[config.mk]
export PLATFORM = sky130hd
export DESIGN_NAME = cmd_ram
export DESIGN_NICKNAME = d
export VERILOG_FILES = /design/src/rtl/cmd_ram_pkg.sv /design/src/rtl/cmdram_decode.sv /design/src/rtl/cmdram_ptrs.sv /design/src/rtl/cmdram_store.sv /design/src/rtl/cmd_ram.sv
export SDC_FILE = /design/constraint.sdc
export NUM_CORES = 2
export LEC_CHECK = 0
export BUFFER_PORTS_ARGS = -buffer_cell sky130_fd_sc_hd__buf_4
export CAP_MARGIN = 25
export CORE_ASPECT_RATIO = 2
export CORE_MARGIN = 4
export CORE_UTILIZATION = 63
export CTS_BUF_LIST = sky130_fd_sc_hd__clkbuf_16
export DETAILED_ROUTE_END_ITERATION = 8
export PLACE_DENSITY = 0.79
export SYNTH_ARGS = -nofsm -noshare
export SYNTH_HDL_FRONTEND = slang
export SYNTH_SLANG_ARGS = --single-unit
[constraint.sdc]
create_clock -name clk -period 3.35 [get_ports clk]
set_clock_uncertainty 0.15 [all_clocks]
set_input_delay 0.67 -clock clk [delete_from_list [all_inputs] [get_ports clk]]
set_output_delay 0.67 -clock clk [all_outputs]
set_load 0.005 [all_outputs]
[src/rtl/cmd_ram_pkg.sv]
package cmd_ram_pkg;

  typedef enum logic [1:0] {
    OP_SET_WPTR = 2'b00,
    OP_STORE    = 2'b01,
    OP_SET_RPTR = 2'b10,
    OP_FETCH    = 2'b11
  } cmd_op_e;

endpackage

[src/rtl/cmdram_decode.sv]
module cmdram_decode
  import cmd_ram_pkg::*;
#(
  parameter int DATA_W = 8
) (
  input  logic              cmd_valid,
  input  logic [DATA_W+1:0] cmd,
  output logic              ld_wptr,
  output logic              store,
  output logic              ld_rptr,
  output logic              fetch,
  output logic [DATA_W-1:0] payload
);

  cmd_op_e op;

  always_comb begin
    op      = cmd_op_e'(cmd[DATA_W+1:DATA_W]);
    payload = cmd[DATA_W-1:0];
    ld_wptr = 1'b0;
    store   = 1'b0;
    ld_rptr = 1'b0;
    fetch   = 1'b0;
    if (cmd_valid) begin
      unique case (op)
        OP_SET_WPTR: ld_wptr = 1'b1;
        OP_STORE:    store   = 1'b1;
        OP_SET_RPTR: ld_rptr = 1'b1;
        OP_FETCH:    fetch   = 1'b1;
      endcase
    end
  end

endmodule

[src/rtl/cmdram_ptrs.sv]
module cmdram_ptrs #(
  parameter int ADDR_W = 8
) (
  input  logic              clk,
  input  logic              rst_n,
  input  logic              ld_wptr,
  input  logic              ld_rptr,
  input  logic [ADDR_W-1:0] addr_in,
  output logic [ADDR_W-1:0] wptr,
  output logic [ADDR_W-1:0] rptr
);

  always_ff @(posedge clk or negedge rst_n) begin
    if (!rst_n) begin
      wptr <= '0;
      rptr <= '0;
    end else begin
      if (ld_wptr) wptr <= addr_in;
      if (ld_rptr) rptr <= addr_in;
    end
  end

endmodule

[src/rtl/cmdram_store.sv]
module cmdram_store #(
  parameter int DEPTH  = 256,
  parameter int ADDR_W = 8,
  parameter int DATA_W = 8
) (
  input  logic              clk,
  input  logic              rst_n,
  input  logic              wr_en,
  input  logic [ADDR_W-1:0] wptr,
  input  logic [DATA_W-1:0] wdata,
  input  logic              rd_en,
  input  logic [ADDR_W-1:0] rptr,
  output logic [DATA_W-1:0] rdata,
  output logic              rvalid
);

  logic [DATA_W-1:0] cells [DEPTH];

  // array itself carries no reset
  always_ff @(posedge clk) begin
    if (wr_en) cells[wptr] <= wdata;
  end

  always_ff @(posedge clk or negedge rst_n) begin
    if (!rst_n) begin
      rdata  <= '0;
      rvalid <= 1'b0;
    end else begin
      rvalid <= rd_en;
      if (rd_en) rdata <= cells[rptr];
    end
  end

endmodule

[src/rtl/cmd_ram.sv]
module cmd_ram #(
  parameter int DEPTH  = 256,
  parameter int ADDR_W = 8,
  parameter int DATA_W = 8,
  localparam int CMD_W = DATA_W + 2
) (
  input  logic              clk,
  input  logic              rst_n,
  input  logic [CMD_W-1:0]  din,
  input  logic              rx_valid,
  output logic [DATA_W-1:0] dout,
  output logic              tx_valid
);

  logic              ld_wptr, store, ld_rptr, fetch;
  logic [DATA_W-1:0] payload;
  logic [ADDR_W-1:0] addr_in, wptr, rptr;

  cmdram_decode #(.DATA_W(DATA_W)) u_dec (
    .cmd_valid (rx_valid),
    .cmd       (din),
    .ld_wptr   (ld_wptr),
    .store     (store),
    .ld_rptr   (ld_rptr),
    .fetch     (fetch),
    .payload   (payload)
  );

  generate
    if (ADDR_W <= DATA_W) begin : g_addr_slice
      assign addr_in = payload[ADDR_W-1:0];
    end else begin : g_addr_pad
      assign addr_in = {{(ADDR_W-DATA_W){1'b0}}, payload};
    end
  endgenerate

  cmdram_ptrs #(.ADDR_W(ADDR_W)) u_ptrs (
    .clk     (clk),
    .rst_n   (rst_n),
    .ld_wptr (ld_wptr),
    .ld_rptr (ld_rptr),
    .addr_in (addr_in),
    .wptr    (wptr),
    .rptr    (rptr)
  );

  cmdram_store #(.DEPTH(DEPTH), .ADDR_W(ADDR_W), .DATA_W(DATA_W)) u_mem (
    .clk    (clk),
    .rst_n  (rst_n),
    .wr_en  (store),
    .wptr   (wptr),
    .wdata  (payload),
    .rd_en  (fetch),
    .rptr   (rptr),
    .rdata  (dout),
    .rvalid (tx_valid)
  );

endmodule

==> results.toml <==
[placement]
gp_congestion = 1.000
numPortBuffers = 21
pre_cts_ws_ps = -410.1
dpl.hpwl_um = 143300

[synth]
synth-edff-count = 2048
synthMuxAreaShare_pct = 15.03
synth_top_family_by_area = "multiplexers"
synth_xor_xnor_area_share_pct = 0
yosysSeqAreaShare_pct = 76.51
synth_area_per_cell_um2 = 20.12
syn_area_mm2 = 0.08120
yosysUniqueCellTypes = 54
synth_warnings = 0
synth_fa_ha_area_share_pct = 0
syn-instance-count = 4035
ys_ff_latch = 2073
synth-async-reset-ratio_pct = 1.206
synth_simple_gate_area_share_pct = 2.613
synth_compound_area_share_pct = 3.824
synthFlopType = "edfxtp_1"
syn_nets = 4048

[setup_path]
path_cells = "buf_16 > buf_4 > mux4_2 > mux2_2 > a2111oi_2 > buf_4 > o31ai_2 > nand4_1 > o211ai_1"
setup.worst_path.end_class = "flop"
start_kind = "flop"
worstPathRequired_ps = 3860
slowest_delay_ps = 570
path_max_fanout = 13
critPathKind = "flop to flop"
critPathSlowestCell = "a2111oi_2"
crit_arrival_ps = 3870
crit_top_cell = "buf_4"

[pwr]
combPwrFrac_pct = 15.9
p_int_mw = 43.33
seqPwrFrac_pct = 49.7
leakagePower_nw = 30.74
pwr-share-clk_pct = 34.3
irDropWorstVdd_mv = 0.6225
power_mw = 57.84
switching_share_pct = 25.08
p_switching_mw = 14.51
power_density_mw_per_mm2 = 623.0

[routing]
viasPerCell = 7.039
via_count = 45045
drc_errors = 0
dr.first_iter.drc_count = 6359
wl_per_cell_um = 35.15
dr.pass1.iters = 6
drt_wl_total_um = 224900
ant_nets = 0

[timing]
maxSlewHeadroom_pct = 32.26
worst_slew_pin_slew_ps = 1016
rsz0062_at_grt = "yes"
finalSetupViolCount = 3
slew_violations = 0
hold_violations = 0
fmax_mhz = 297.0
finalWorstSetupSlack_ps = -16.55
fin_crit_ps = 3367
finalSetupTns_ps = -26.14
hold_ws_ps = 165.1
fin_crit_sh_pct = 100.5

[layout]
finalNetCount = 4584
syn_to_final_growth_pct = 14.33
fillers = 6769
final_core_util_pct = 72.40
drive_above_1_share_pct = 26.96

[die]
rows = 186
ios = 22
die_w_um = 261.9
die_h_um = 515.7
start_util_pct = 63.32
coreArea_mm2 = 0.1282
die-area_mm2 = 0.1350

[grt]
grt_max_degree = 124
grt_pass1_vias = 45664
antenna_found_initial = 7
overflow = 0
grt_pass1_wl_um = 319700
grt_util_all_layers_pct = 33.67

[outcome]
status = "finished, violations left"
violations = "negative setup slack"

[clock_network]
ctsHtreeMaxLevel = 4
cts_root_buf = "clkbuf_16"
cts.sink_count = 2073
cts_buffers = 158
clkLatencyLatePin_ps = 790
clockBufferDepth = 3
clkTransAtPathRegs_ps = 70
cts_tree = "built"

[hold_path]
min_path_type = "input pin to flop"

[flow_run]
drv_cap = 0
[worst max-delay path, delay by kind of cell (launching register included)]
| kind | cells | cell delay [ps] |
|---|---|---|
| AO/OA/AOI/OAI | 3 | 840 |
| buffers and inverters | 3 | 600 |
| flip-flops | 1 | 540 |
| AND/OR/NAND/NOR | 1 | 280 |
| multiplexers | 2 | 820 |
[cells by family after synthesis]
family | after synthesis
buf+inv | 256
flops | 2073
compound gates | 445
mux | 779
simple gates | 482
[layer usage]
layer	wire length (µm)	track usage, %
met1	65370	36.75
met2	114600	56.87
met3	20340	6.137
met4	24650	27.87
met5	13	0
[cell usage after synthesis (24+ instances only)]
master        n  share of area (%)
buf_4        24               0.22
mux4_2      280                7.8
nand3_1      32               0.20
nand2_1      65               0.30
a2111oi_0    27               0.29
buf_6        29               0.40
mux2_2       60               0.83
buf_2        35               0.22
mux2i_1     388                4.8
dfrtp_1      25               0.77
o21ai_0      49               0.30
a22oi_1      25               0.23
clkbuf_1    117               0.54
o22ai_1     129               0.99
edfxtp_1   2048                 76
nor2_1      274                1.3
o221ai_1     65               0.70
a21oi_1      49               0.30
a211oi_1     45               0.42
and2_1       27               0.21
mux4_1       51                1.7
buf_8        25               0.46
[placed cells by master, fill, tap and decap left out, types with 9 or more instances in the layout]
cell	n
a211oi_1	43
buf_4	565
nor3_1	21
nand2_1	64
mux4_1	47
o221ai_1	63
clkbuf_16	163
mux2i_1	387
mux2_2	60
nand4_1	10
mux4_2	284
buf_12	38
clkinv_2	31
nand3_1	31
clkinv_1	28
o21ai_0	44
inv_1	20
a221oi_1	17
a22oi_1	22
a2111oi_0	9
a21oi_1	49
edfxtp_1	2048
nor2b_1	12
and2_1	27
nor2_1	272
dfrtp_1	21
a2111oi_2	14
o22ai_1	127
bufinv_16	29
[stage by stage]
stage / instance area, µm² / cells
finish: 92830 / 6399
global placement: 86940 / 6088
floorplan: 81200 / 4035
detailed placement: 86940 / 6088
global route: 92820 / 6393
CTS: 92540 / 6380
[state kept, by name, summed over array words and instances, names as in the netlist]
signal and flops:
u_ptrs.wptr 8, u_mem.rvalid 1, u_mem.rdata 8, u_mem.cells 2048, u_ptrs.rptr 8
[path summary, 6_finish.rpt]
check | start | endpoint | slack (ps) | cells past startpoint
setup / recovery | u_ptrs.rptr[0] | u_mem.rdata[6] | -20 | 9
hold / removal | rx_valid | u_mem.rvalid | 170 | 3
setup reg to reg | u_ptrs.rptr[0] | u_mem.rdata[6] | -20 | 9
hold reg to reg | u_mem.rdata[0] | u_mem.rdata[0] | 350 | 2
max in group asynchronous | rst_n | u_ptrs.rptr[4] | 2370 | 2
min in group asynchronous | rst_n | u_ptrs.wptr[2] | 260 | 2
[layout make-up]
cell class	count	area, µm²	share of cell area [%]
sequential	2073	62140	66.93
multi-input combinational	1706	17660	19.02
timing repair buffer	628	5451	5.872
clock buffer	162	4054	4.367
tap	1692	2117	2.280
clock inverter	127	1380	1.487
inverter	4	17.52	0.01887
antenna	7	17.52	0.01887
[what timing repair did]
action                     4_1_cts  5_1_grt
gates resized for setup         38       35
buffers inserted                 1       10
hold endpoints to repair        25        0
cloned                           1        1
setup endpoints to repair        8        8
pin swaps                        0        2
hold buffers                     1        0
[power by group through the flow]
stage | logic, mW | registers, mW | clock network (mW)
6_report | 9.21 | 28.8 | 19.9
5_1_grt | 9.40 | 28.8 | 21.1
4_1_cts | 8.86 | 28.8 | 19.9
3_5_place_dp | 8.62 | 29.3 | 0
3_3_place_gp | 8.44 | 29.3 | 0
2_1_floorplan | 4.98 | 29.2 | 0
Note: power is estimated with default switching activity, not from simulation.
